File: src/rtl/pwc_pkg.sv
package pwc_pkg;
    localparam int PRE_W   = 10;
    localparam int SEL_MAX = 8;

    typedef enum logic {
        MODE_PULSE = 1'b0,
        MODE_EVENT = 1'b1
    } mode_e;

    typedef enum logic [1:0] {
        EDGE_RISE  = 2'd0,
        EDGE_FALL  = 2'd1,
        EDGE_BOTH  = 2'd2,
        EDGE_BOTHX = 2'd3
    } edge_e;

    typedef struct packed {
        logic       mode;
        logic [3:0] presc;
        logic       pin_sel;
        logic       pol;
        logic [1:0] edge_sel;
    } cfg_t;

    typedef struct packed {
        logic now;
        logic prev;
    } lvl_t;

    // terminal value of the prescaler counter for a select code
    function automatic logic [PRE_W-1:0] presc_last(input logic [3:0] sel);
        logic [3:0]  s;
        logic [10:0] div;
        s   = (sel > 4'(SEL_MAX)) ? 4'(SEL_MAX) : sel;
        div = 11'd4 << s;
        return PRE_W'(div - 11'd1);
    endfunction
endpackage

File: src/rtl/pwc_filter.sv
module pwc_filter #(
    parameter int SAMPLES = 3
) (
    input  logic clk,
    input  logic rst,
    input  logic din,
    output logic lvl,
    output logic lvl_d
);
    logic [1:0]         sync_q;
    logic [SAMPLES-2:0] hist_q;
    logic [SAMPLES-1:0] win;

    assign win = {hist_q, sync_q[1]};

    always_ff @(posedge clk) begin
        if (rst) begin
            sync_q <= '0;
            hist_q <= '0;
            lvl    <= 1'b0;
            lvl_d  <= 1'b0;
        end else begin
            sync_q <= {sync_q[0], din};
            if (SAMPLES > 2) begin
                hist_q <= {hist_q[SAMPLES-3:0], sync_q[1]};
            end else begin
                hist_q <= sync_q[1];
            end
            if (&win) begin
                lvl <= 1'b1;
            end else if (~|win) begin
                lvl <= 1'b0;
            end
            lvl_d <= lvl;
        end
    end
endmodule

File: src/rtl/pwc_prescaler.sv
module pwc_prescaler
    import pwc_pkg::*;
(
    input  logic       clk,
    input  logic       rst,
    input  logic       run,
    input  logic [3:0] sel,
    output logic       tick
);
    logic [PRE_W-1:0] cnt_q;
    logic [PRE_W-1:0] last;

    assign last = presc_last(sel);
    assign tick = run && (cnt_q == last);

    always_ff @(posedge clk) begin
        if (rst || !run || tick) begin
            cnt_q <= '0;
        end else begin
            cnt_q <= cnt_q + 1'b1;
        end
    end
endmodule

File: src/rtl/pwc_counter.sv
module pwc_counter #(
    parameter int CNT_W = 16
) (
    input  logic             clk,
    input  logic             rst,
    input  logic             clr,
    input  logic             inc,
    input  logic             cap,
    input  logic             ovf_clr,
    output logic [CNT_W-1:0] count_q,
    output logic [CNT_W-1:0] cap_q,
    output logic             done_q,
    output logic             ovf_q
);
    localparam logic [CNT_W-1:0] CNT_MAX = '1;

    logic at_max;
    assign at_max = (count_q == CNT_MAX);

    always_ff @(posedge clk) begin
        if (rst) begin
            count_q <= '0;
            cap_q   <= '0;
            done_q  <= 1'b0;
            ovf_q   <= 1'b0;
        end else begin
            done_q <= cap;
            if (cap) begin
                cap_q   <= count_q;
                count_q <= '0;
            end else if (clr) begin
                count_q <= '0;
            end else if (inc && !at_max) begin
                count_q <= count_q + 1'b1;
            end
            if (inc && !clr && !cap && at_max) begin
                ovf_q <= 1'b1;
            end else if (ovf_clr) begin
                ovf_q <= 1'b0;
            end
        end
    end
endmodule

File: src/rtl/pwc_timer.sv
module pwc_timer
    import pwc_pkg::*;
#(
    parameter int CNT_W        = 16,
    parameter int FILT_SAMPLES = 3
) (
    input  logic             clk,
    input  logic             rst,
    input  logic             cfg_en,
    input  logic             cfg_mode,
    input  logic [3:0]       cfg_presc,
    input  logic             cfg_pin_sel,
    input  logic             cfg_pol,
    input  logic [1:0]       cfg_edge,
    input  logic             pin_a,
    input  logic             pin_b,
    input  logic             ovf_clr,
    output logic [CNT_W-1:0] count,
    output logic [CNT_W-1:0] capture,
    output logic             cap_done,
    output logic             ovf
);
    localparam int NPIN = 2;

    cfg_t cfg_now;
    cfg_t cfg_prev;
    logic [NPIN-1:0] pins;
    logic [NPIN-1:0] flt;
    logic [NPIN-1:0] flt_d;
    lvl_t meas;
    logic chg, active, pulse_end, run, tick;
    logic rise_b, fall_b, evt_hit, inc, cap;

    assign cfg_now = '{mode: cfg_mode, presc: cfg_presc, pin_sel: cfg_pin_sel,
                       pol: cfg_pol, edge_sel: cfg_edge};
    assign pins    = {pin_b, pin_a};

    // shadow of the configuration, used only to spot changes
    always_ff @(posedge clk) begin
        cfg_prev <= cfg_now;
    end

    generate
        for (genvar g = 0; g < NPIN; g++) begin : g_in
            pwc_filter #(.SAMPLES(FILT_SAMPLES)) u_flt (
                .clk   (clk),
                .rst   (rst),
                .din   (pins[g]),
                .lvl   (flt[g]),
                .lvl_d (flt_d[g])
            );
        end
    endgenerate

    assign chg    = cfg_en && (cfg_now != cfg_prev);
    assign active = cfg_en && !chg;

    assign meas.now  = flt[cfg_pin_sel]   ^ cfg_pol;
    assign meas.prev = flt_d[cfg_pin_sel] ^ cfg_pol;
    assign pulse_end = meas.prev && !meas.now;
    assign run       = active && (mode_e'(cfg_mode) == MODE_PULSE) && meas.now;

    pwc_prescaler u_pre (
        .clk  (clk),
        .rst  (rst),
        .run  (run),
        .sel  (cfg_presc),
        .tick (tick)
    );

    assign rise_b = flt[1] && !flt_d[1];
    assign fall_b = !flt[1] && flt_d[1];

    always_comb begin
        unique case (edge_e'(cfg_edge))
            EDGE_RISE: evt_hit = rise_b;
            EDGE_FALL: evt_hit = fall_b;
            default:   evt_hit = rise_b || fall_b;
        endcase
    end

    assign inc = active && ((mode_e'(cfg_mode) == MODE_PULSE) ? tick : evt_hit);
    assign cap = active && (mode_e'(cfg_mode) == MODE_PULSE) && pulse_end;

    pwc_counter #(.CNT_W(CNT_W)) u_cnt (
        .clk     (clk),
        .rst     (rst),
        .clr     (!active),
        .inc     (inc),
        .cap     (cap),
        .ovf_clr (ovf_clr),
        .count_q (count),
        .cap_q   (capture),
        .done_q  (cap_done),
        .ovf_q   (ovf)
    );
endmodule

File: config.mk
export PLATFORM = sky130hd
export DESIGN_NAME = pwc_timer
export DESIGN_NICKNAME = d
export VERILOG_FILES = /design/src/rtl/pwc_pkg.sv /design/src/rtl/pwc_filter.sv /design/src/rtl/pwc_prescaler.sv /design/src/rtl/pwc_counter.sv /design/src/rtl/pwc_timer.sv
export SDC_FILE = /design/constraint.sdc
export NUM_CORES = 1
export LEC_CHECK = 0
export ABC_CLOCK_PERIOD_IN_PS = 7000
export BUFFER_PORTS_ARGS = -buffer_cell sky130_fd_sc_hd__buf_2
export CORE_MARGIN = 2
export CORE_UTILIZATION = 40
export CTS_BUF_LIST = sky130_fd_sc_hd__clkbuf_4
export CTS_CLUSTER_DIAMETER = 80
export CTS_CLUSTER_SIZE = 20
export DETAILED_ROUTE_END_ITERATION = 16
export HOLD_SLACK_MARGIN = 0.08
export MAX_ROUTING_LAYER = met4
export SLEW_MARGIN = 10
export SYNTH_ARGS = -nofsm -noshare
export SYNTH_HDL_FRONTEND = slang
export SYNTH_SLANG_ARGS = --single-unit
File: constraint.sdc
create_clock -name clk -period 7 [get_ports clk]
set_input_delay 0.35 -clock clk [delete_from_list [all_inputs] [get_ports clk]]
set_output_delay 0.35 -clock clk [all_outputs]
set_load 0.005 [all_outputs]
==> results of run 1 <==
-- cells in the final DEF (no fill, tap or decap), types with 2 or more instances in the layout --
| cell | synthesis | final |
|---|---|---|
| buf_2 | 5 | 48 |
| o211ai_1 | 3 | 3 |
| nor3_1 | 5 | 5 |
| xnor2_1 | 16 | 16 |
| dfxtp_1 | 65 | 65 |
| nor3b_1 | 3 | 3 |
| or3_1 | 3 | 3 |
| clkbuf_4 | 0 | 10 |
| a21oi_1 | 8 | 8 |
| a22o_1 | 16 | 16 |
| o21ai_0 | 6 | 6 |
| a211oi_1 | 2 | 2 |
| inv_1 | 4 | 4 |
| nand3_1 | 17 | 17 |
| and2_1 | 2 | 2 |
| mux2i_1 | 3 | 3 |
| nor2_1 | 29 | 29 |
| nor4b_1 | 3 | 3 |
| and3_1 | 9 | 9 |
| o21bai_1 | 2 | 2 |
| ha_1 | 5 | 5 |
| xor2_1 | 18 | 18 |
| clkinv_1 | 0 | 2 |
| nand2_1 | 14 | 14 |
| nor2b_1 | 11 | 11 |
| nand4_1 | 8 | 8 |
-- synth_stat cells (4+ instances only) --
library cell,n
nor2_1,29
nand4_1,8
inv_1,4
buf_2,5
o21ai_0,6
ha_1,5
xnor2_1,16
clkbuf_1,4
dfxtp_1,65
nor3_1,5
a21oi_1,8
nand2_1,14
nand3_1,17
nor2b_1,11
a22o_1,16
and3_1,9
xor2_1,18
-- final cells by class --
type / instances / area [µm²] / share of cell area, %
well taps: 80 / 100 / 3.16
multi-input cells: 200 / 1370 / 43.2
inverters: 4 / 15.0 / 0.475
clock buffers: 10 / 75.1 / 2.37
flip-flops and latches: 65 / 1300 / 41.1
repair buffers: 49 / 248 / 7.83
clock inverters: 6 / 58.8 / 1.86
-- worst register-to-register path, cell delays in order, from the launching register on --
cell and delay (ps):
dfxtp_1 440, mux2i_1 120, xor2_1 170, or3_4 360, o41ai_4 680, nand2_2 230
or3_1 400, a21oi_1 140
-- flip-flops by register name, summed over array words and instances (netlist names) --
name	flops
g_in.u_flt.hist_q	4
u_pre.cnt_q	10
u_cnt.done_q	1
g_in.u_flt.lvl	2
u_cnt.count_q	16
u_cnt.cap_q	16
cfg_prev	9
g_in.u_flt.lvl_d	2
g_in.u_flt.sync_q	4
u_cnt.ovf_q	1
-- cells by family after synthesis --
| kind of cell | count (synthesis) | share of synthesized area (%) |
|---|---|---|
| compound gates | 44 | 12.7 |
| xor+xnor | 34 | 10.8 |
| fa+ha+maj | 5 | 2.27 |
| buf+inv | 17 | 3.09 |
| flops | 65 | 47.3 |
| mux | 4 | 1.50 |
| simple gates | 113 | 22.3 |
-- worst min path at each step --
| stage | start | endpoint | slack [ps] |
|---|---|---|---|
| after CTS | cfg_edge[0] | cfg_prev[0] | 90 |
| after floorplan | cfg_edge[0] | cfg_prev[0] | 380 |
| after global placement | g_in[1].u_flt.sync_q[0] | g_in[1].u_flt.sync_q[1] | 420 |
| final | cfg_edge[0] | cfg_prev[0] | 110 |
| after detailed placement | g_in[0].u_flt.sync_q[0] | g_in[0].u_flt.sync_q[1] | 430 |
| after global routing | cfg_edge[0] | cfg_prev[0] | 90 |
-- routing by layer --
| layer | routed length (µm) | up-vias | part of all wire [%] | global-route usage (%) |
|---|---|---|---|---|
| met3 | 167 | 6 | 3.2 | 3.41 |
| met1 | 2670 | 976 | 50 | 20.0 |
| met4 | 72 | 0 | 1.4 | 7.24 |
| met5 | 0 | - | 0 | - |
| met2 | 2390 | 33 | 45 | 23.0 |
| li1 | - | 1097 | - | - |
-- power breakdown --
group	switching (µW)	internal, µW
Sequential	1.79	374
Clock	127	111
Combinational	17.5	12.6
-- through the flow --
stage / cell area, µm² / worst slack (ps) / util [%] / hold slack, ps
after global routing: 3160 / 3830 / 47.1 / 90.8
after floorplan: 2750 / 4190 / - / 378
final: 3160 / 4040 / 47.1 / 115
after detailed placement: 3030 / 3620 / 45.1 / 431
after CTS: 3160 / 4050 / 47.1 / 86.9
after global placement: 3030 / 3690 / 45.1 / 421
==> results_dict.tcl, run 1 <==
set metrics [dict create \
    final.period_utilization_pct 42.3 \
    cts_max_level 3 \
    core_region_area_um2 6720 \
    first_iter_violations 71 \
    hp-class "in2reg" \
    synth_area_leader_cell "dfxtp_1" \
    synth_cell_type_count 45 \
    synth-edff-count 0 \
    antenna_left 0 \
    worst_slew_pin_slew_ps 696 \
    path_delay_family "simple AND/OR/NAND/NOR gates" \
    routabilityCongestion 0.749 \
    drive_gt1_share_pct 21.0 \
    drc_errors 0 \
    fmax_mhz 338 \
    routed_via_density 5.10 \
    p_per_area_nw_per_um2 204 \
    async_reset_ff_share_pct 0 \
    hold_depth 1 \
    clk_latency_ps 390 \
    ys_seq_area_share_pct 47.3 \
    synth_area_um2 2750 \
    crit_chain "buf_2, nor4_4, inv_1, ha_1, xor2_1, nand3_1, or3_4, o41ai_4, nand2_2, or3_1, a21oi_1" \
    final_max_slew_viol_count 0 \
    ys_dominant_reg_cell "dfxtp_1" \
    startpoint_type "primary input" \
    grt_max_degree 18 \
    fill_cells 647 \
    max_cap_violations 0 \
    die_area_um2 7560 \
    nets 349 \
    finalHoldViolCount 0 \
    critical_path_peak_fanout 12 \
    ff2ff_setup_slack_ps 4400 \
    grt_overflow 0 \
    cp_num_buf_inv 2 \
    skew_ps 17.1 \
    slowest_delay_ps 680 \
    post_cts_buffers 0 \
    crit_type "in2reg" \
    tns_ps 0 \
    io_buffers 48 \
    synth_top_area_share_pct 47.3 \
    wire_per_inst_um 12.8 \
    slowest_stage "o41ai_4" \
    fp.dieH_um 86.9 \
    timing.rr.end "u_cnt.count_q[15]" \
    critPathArrivalTime_ps 3270 \
    power_uw 644 \
    relSlewSlack_pct 53.5 \
    fin_crit_ps 2960 \
    finalNonFillerCells 414 \
    synth-seq-cells 65 \
    wl_mm 5.30 \
    p_leak_uw 0.00129 \
    cts_sinks 65 \
    yosys_warnings 0 \
    pin_count 49 \
    area_growth_pct 15.0 \
    cts_buffer_depth 2 \
    track_usage_pct 15.5 \
    path_depth 11 \
    num_antenna_cells 0 \
    clock-root-buffer "clkbuf_4" \
    num_vias 2112 \
    ctsResizeCount 0 \
    cp_data_required_time_ps 7310 \
    peakVddDrop_mv 0.0793 \
    setup.worst_path.end_class "flop" \
    syn_avg_cell_area_um2 9.76 \
    first_pass_iters 4 \
    syn_inst 282 \
    rr_worst_depth 7 \
    r2r_start "g_in[0].u_flt.lvl" \
    synth.area.top_cells "dfxtp_1 47%, xor2_1 5.7%, a22o_1 5.1%" \
    die_w_um 86.9 \
    crit_end "u_cnt.count_q[15]" \
    start_util_pct 40.9 \
    tritoncts "yes" \
    dp.cells 398 \
    synth_nets 302 \
    core.rowCount 30 \
    cts_hold_buf 0 \
    setup_viol 0 \
    path_clk_slew_ps 100 \
    place_hpwl_mm 3.77 \
    grt_pass1_wl_mm 8.85 \
    status "completed" \
    cts_inserted_buffers 9 \
    grt_pass1_vias 1912 \
    startpoint "cfg_presc[0]" \
    antenna_found_initial 0 \
    grt_setup_unrepaired "false" \
]
Note: power is estimated with default switching activity, not from simulation.
==> run 2, diff against run 1 <==
- ABC_CLOCK_PERIOD_IN_PS: 7000 -> 3000
- clock period: 7 -> 3 ns (I/O delays scaled with it)
==> run 2 against run 1 <==
Compared with the run above: critical path type unchanged; critical path depth increased by 2; sequential power increased by 130%; utilization increased by 3.8 points; clock skew about the same; flip-flop and latch count unchanged; die area unchanged; sequential share of layout area decreased by 3.1 points; final cell count increased by 5.1%; hold slack improved by 160 ps; largest cell class unchanged; first-iteration DRC count decreased by 9.9%.
==> results_dict.tcl, run 2 (synthesized netlist as in run 1, its figures left out) <==
set metrics [dict create \
    status "completed" \
    worst_slew_pin_slew_ps 749 \
    fp.dieH_um 86.9 \
    first_iter_violations 64 \
    peakVddDrop_mv 0.218 \
    final_area_um2 3420 \
    final.period_utilization_pct 94.6 \
    nets 370 \
    max_cap_violations 0 \
    pin_count 49 \
    rr_worst_depth 8 \
    setup_viol 0 \
    track_usage_pct 16.5 \
    routabilityCongestion 0.785 \
    ff2ff_setup_slack_ps 590 \
    antenna_left 0 \
    core_region_area_um2 6720 \
    num_antenna_cells 0 \
    cts_max_level 3 \
    setup.worst_path.end_class "flop" \
    routed_via_density 5.05 \
    critical_path_peak_fanout 9 \
    grt_overflow 0 \
    cp_data_required_time_ps 3280 \
    grt_max_degree 18 \
    place_area_um2 3060 \
    final_max_slew_viol_count 0 \
    timing.rr.end "u_cnt.count_q[15]" \
    wl_mm 5.81 \
    io_buffers 48 \
    biggestRegsByFlops "u_cnt.cap_q x16, u_cnt.count_q x16, u_pre.cnt_q x10" \
    core.rowCount 30 \
    finalHoldViolCount 0 \
    fill_cells 621 \
    relSlewSlack_pct 50.0 \
    clk_latency_ps 420 \
    start_util_pct 40.9 \
    r2r_start "u_cnt.count_q[0]" \
    grt_setup_unrepaired "false" \
    clock-root-buffer "clkbuf_4" \
    antenna_found_initial 0 \
    wire_per_inst_um 13.3 \
    worstHoldStart "cfg_en" \
    critPathArrivalTime_ps 3120 \
    first_pass_iters 4 \
    area_growth_pct 24.3 \
    drc_errors 0 \
    path_clk_slew_ps 110 \
    grt_pass1_wl_mm 9.29 \
    cts_sinks 65 \
    place_hpwl_mm 3.86 \
    p_per_area_nw_per_um2 503 \
    tritoncts "yes" \
    num_vias 2198 \
    crit_type "in2reg" \
    finalNonFillerCells 435 \
    final_common_cell "dfxtp_1" \
    p_leak_uw 0.00140 \
    fin_crit_ps 2840 \
    startpoint_type "primary input" \
    final_cell_mix "65 x dfxtp_1, 48 x buf_2, 29 x nor2_1, 18 x xor2_1, 17 x nand3_1" \
    dp.cells 402 \
    skew_ps 17.0 \
    cts_buffer_depth 2 \
    die_area_um2 7560 \
    die_w_um 86.9 \
    drive_gt1_share_pct 22.3 \
    tns_ps 0 \
    cts_inserted_buffers 9 \
    fmax_mhz 352 \
    grt_pass1_vias 1978 \
    hold_depth 6 \
    hp-class "in2reg" \
    hold_end "u_cnt.ovf_q" \
]
## run 2: worst max path at each step
stage / from / to / cells after the start
after floorplan: cfg_presc[0] / u_cnt.count_q[15] / 11
after global placement: cfg_presc[0] / u_cnt.count_q[15] / 11
after detailed placement: cfg_presc[0] / u_cnt.count_q[15] / 11
after CTS: cfg_presc[0] / u_cnt.count_q[11] / 12
after global routing: cfg_presc[0] / u_cnt.count_q[14] / 13
final: cfg_presc[0] / u_cnt.count_q[14] / 13
## run 2: area by class of cell
cell class                 count  area, µm²  area share [%]
multi-input combinational    200       1370            40.2
sequential                    65       1300            38.1
timing repair buffer          70        443            13.0
clock inverter                 7        119            3.48
tap                           80        100            2.93
clock buffer                   9       67.6            1.98
inverter                       4       15.0           0.439
## run 2: repair_timing
action / CTS / global route
setup endpoints to repair: 0 / 6
hold buffers: 15 / 0
gates resized for setup: 0 / 2
buffers inserted: 0 / 2
endpoints found under the hold margin: 22 / 0
## run 2: report_power, final
group	internal, µW	leakage [µW]	total, µW	switching, µW
logic	44.4	0.000775	88.9	44.5
clock network	422	0.0000938	755	334
registers	873	0.000528	877	4.20
total	1340	0.00140	1720	382
## run 2: routing by layer
layer  wire [µm]  vias to the layer above  global-route usage (%)
met5           0                        -                       -
met4          63                        0                    6.82
met3         238                        6                    4.83
met2        2580                       45                    23.6
met1        2920                     1010                    21.8
li1            -                     1137                       -
## run 2: worst max-delay path, cell delays in order
cell	delay [ps]
dlygate4sd3_1	540
buf_2	180
nor4_4	310
inv_1	70
ha_2	220
and2_1	170
o211ai_1	190
a211oi_1	100
buf_4	160
o41ai_4	380
nand4_1	230
nor4b_2	320
nor3b_1	80
## run 2: through the flow
step	total power (µW)	setup slack [ps]	hold WS, ps	util, %
5_1_grt	1800	1.96	310	50.9
4_1_cts	1740	101	256	50.5
2_1_floorplan	948	393	178	-
3_3_place_gp	969	221	303	45.5
6_report	1720	161	277	50.9
3_5_place_dp	970	188	301	45.5
==> run 3, diff against run 2 <==
- CORE_MARGIN: 2 -> default
- SLEW_MARGIN: 10 -> default
==> run 3 against run 2 <==
Compared with the run above: the flow now finishes with violations (design-rule violations); die area decreased by 4.5%; final cell count decreased by 0.46%; non-clock buffer count increased by 1; via count increased by 1.9%; critical endpoint unchanged.
==> results_dict.tcl, run 3 (synthesized netlist as in run 1, its figures left out) <==
set metrics [dict create \
    swShare_pct 23.2 \
    final_cell_mix "65 x dfxtp_1, 47 x buf_2, 29 x nor2_1, 18 x xor2_1, 17 x nand3_1" \
    setup_viol 0 \
    num_vias 2239 \
    first_pass_iters 10 \
    clkPwrFrac_pct 36.9 \
    grt_pass1_vias 2020 \
    drc_errors 3 \
    wire_per_inst_um 13.2 \
    num_antenna_cells 0 \
    p_per_area_nw_per_um2 453 \
    hp-class "in2reg" \
    finalHoldViolCount 0 \
    dpl_worst_slack_ps 126 \
    p_leak_uw 0.00138 \
    failed_checks "design-rule violations" \
    crit_type "in2reg" \
    clock-root-buffer "clkbuf_4" \
    place_hpwl_mm 3.88 \
    routed_via_density 5.17 \
    worst_slew_pin_slew_ps 707 \
    antenna_left 0 \
    setup.worst_path.end_class "flop" \
    ff_latch_area_um2 1300 \
    clk_latency_ps 410 \
    first_iter_violations 78 \
    fill_cells 624 \
    multi_input_area_um2 1380 \
    max_cap_violations 0 \
    core_region_area_um2 6490 \
    track_usage_pct 17.4 \
    antenna_found_initial 0 \
    p_seq_share_pct 57.2 \
    pin_count 49 \
    fp.dieH_um 84.9 \
    setup_slack_ps 158 \
    final_common_cell "dfxtp_1" \
    power_frac_comb_pct 6.0 \
    nets 371 \
    biggestRegsByFlops "u_cnt.cap_q x16, u_cnt.count_q x16, u_pre.cnt_q x10" \
    cts_inserted_buffers 9 \
    core.rowCount 29 \
    fin_crit_ps 2840 \
    start_util_pct 42.4 \
    skew_ps 14.4 \
    final.period_utilization_pct 94.7 \
    internal_power_uw 1180 \
    critical_path_peak_fanout 11 \
    relSlewSlack_pct 52.9 \
    die_w_um 84.9 \
    peakVddDrop_mv 0.228 \
    io_buffers 48 \
    tns_ps 0 \
    grt_overflow 0 \
    fmax_mhz 352 \
    grt_max_degree 18 \
    critPathArrivalTime_ps 3120 \
    grt_pass1_wl_mm 9.49 \
    routabilityCongestion 0.788 \
    area_growth_pct 23.0 \
    cts_max_level 3 \
    cp_data_required_time_ps 3280 \
    drive_gt1_share_pct 22.5 \
    startpoint_type "primary input" \
    path_clk_slew_ps 110 \
    tritoncts "yes" \
    p_sw_uw 357 \
    wl_mm 5.70 \
    cts_sinks 65 \
    cts_buffer_depth 2 \
    final_max_slew_viol_count 0 \
    status "finished with violations" \
    grt_setup_unrepaired "false" \
    die_area_um2 7210 \
]
==> run 3: worst max-delay path, cell delays in order <==
cell and delay (ps):
dlygate4sd3_1 540, buf_4 180, nor4_4 280, inv_1 110
ha_4 270, xor2_1 150, nand3_1 100, or3_4 400
o41ai_4 320, nand4_1 240, nor4b_2 310, nor3b_1 80
==> run 3: timing repair <==
action | CTS | global route
gates resized for setup | 0 | 5
hold endpoints to repair | 18 | 0
endpoints found under the setup margin | 0 | 7
setup buffers | 0 | 2
hold buffers | 15 | 0
==> run 3: cell type report <==
cell class,count,share of cell area [%]
clock buffers,10,2.22
inverters,4,0.444
clock inverters,6,1.74
well taps,77,2.85
repair buffers,71,13.4
multi-input cells,200,40.9
flip-flops and latches,65,38.5
==> run 3: power by group through the flow <==
| stage | Clock, µW | Combinational [µW] | Sequential, µW |
|---|---|---|---|
| global placement | 0 | 73.3 | 897 |
| finish | 565 | 91.3 | 877 |
| CTS | 588 | 89.7 | 877 |
| detailed placement | 0 | 74.3 | 896 |
| floorplan | 0 | 51.7 | 896 |
| global route | 623 | 100 | 878 |
==> run 3: path summary, 6_finish.rpt <==
| kind | endpoint | slack, ps | depth (start not counted) | startpoint |
|---|---|---|---|---|
| max | u_cnt.count_q[14] | 160 | 12 | cfg_presc[1] |
| min | u_cnt.ovf_q | 210 | 5 | cfg_en |
| max reg2reg | u_cnt.count_q[1] | 780 | 10 | u_cnt.count_q[0] |
| min reg2reg | u_cnt.ovf_q | 440 | 2 | u_cnt.ovf_q |
==> run 3: routing by layer <==
layer / track usage (%) / up-vias / wire length (µm)
li1: - / 1134 / -
met1: 21.7 / 1045 / 2780
met2: 26.5 / 51 / 2550
met3: 4.67 / 9 / 271
met4: 7.86 / 0 / 103
met5: - / - / 0
==> run 3: through the flow <==
stage	total power, µW	utilization [%]	instances	cell area, µm²	hold slack [ps]
final	1530	52.1	433	3380	213
after global routing	1600	52.1	433	3380	227
after CTS	1550	51.5	431	3350	190
after detailed placement	971	47.2	400	3060	311
after global placement	970	47.2	400	3060	309
after floorplan	948	-	282	2750	178
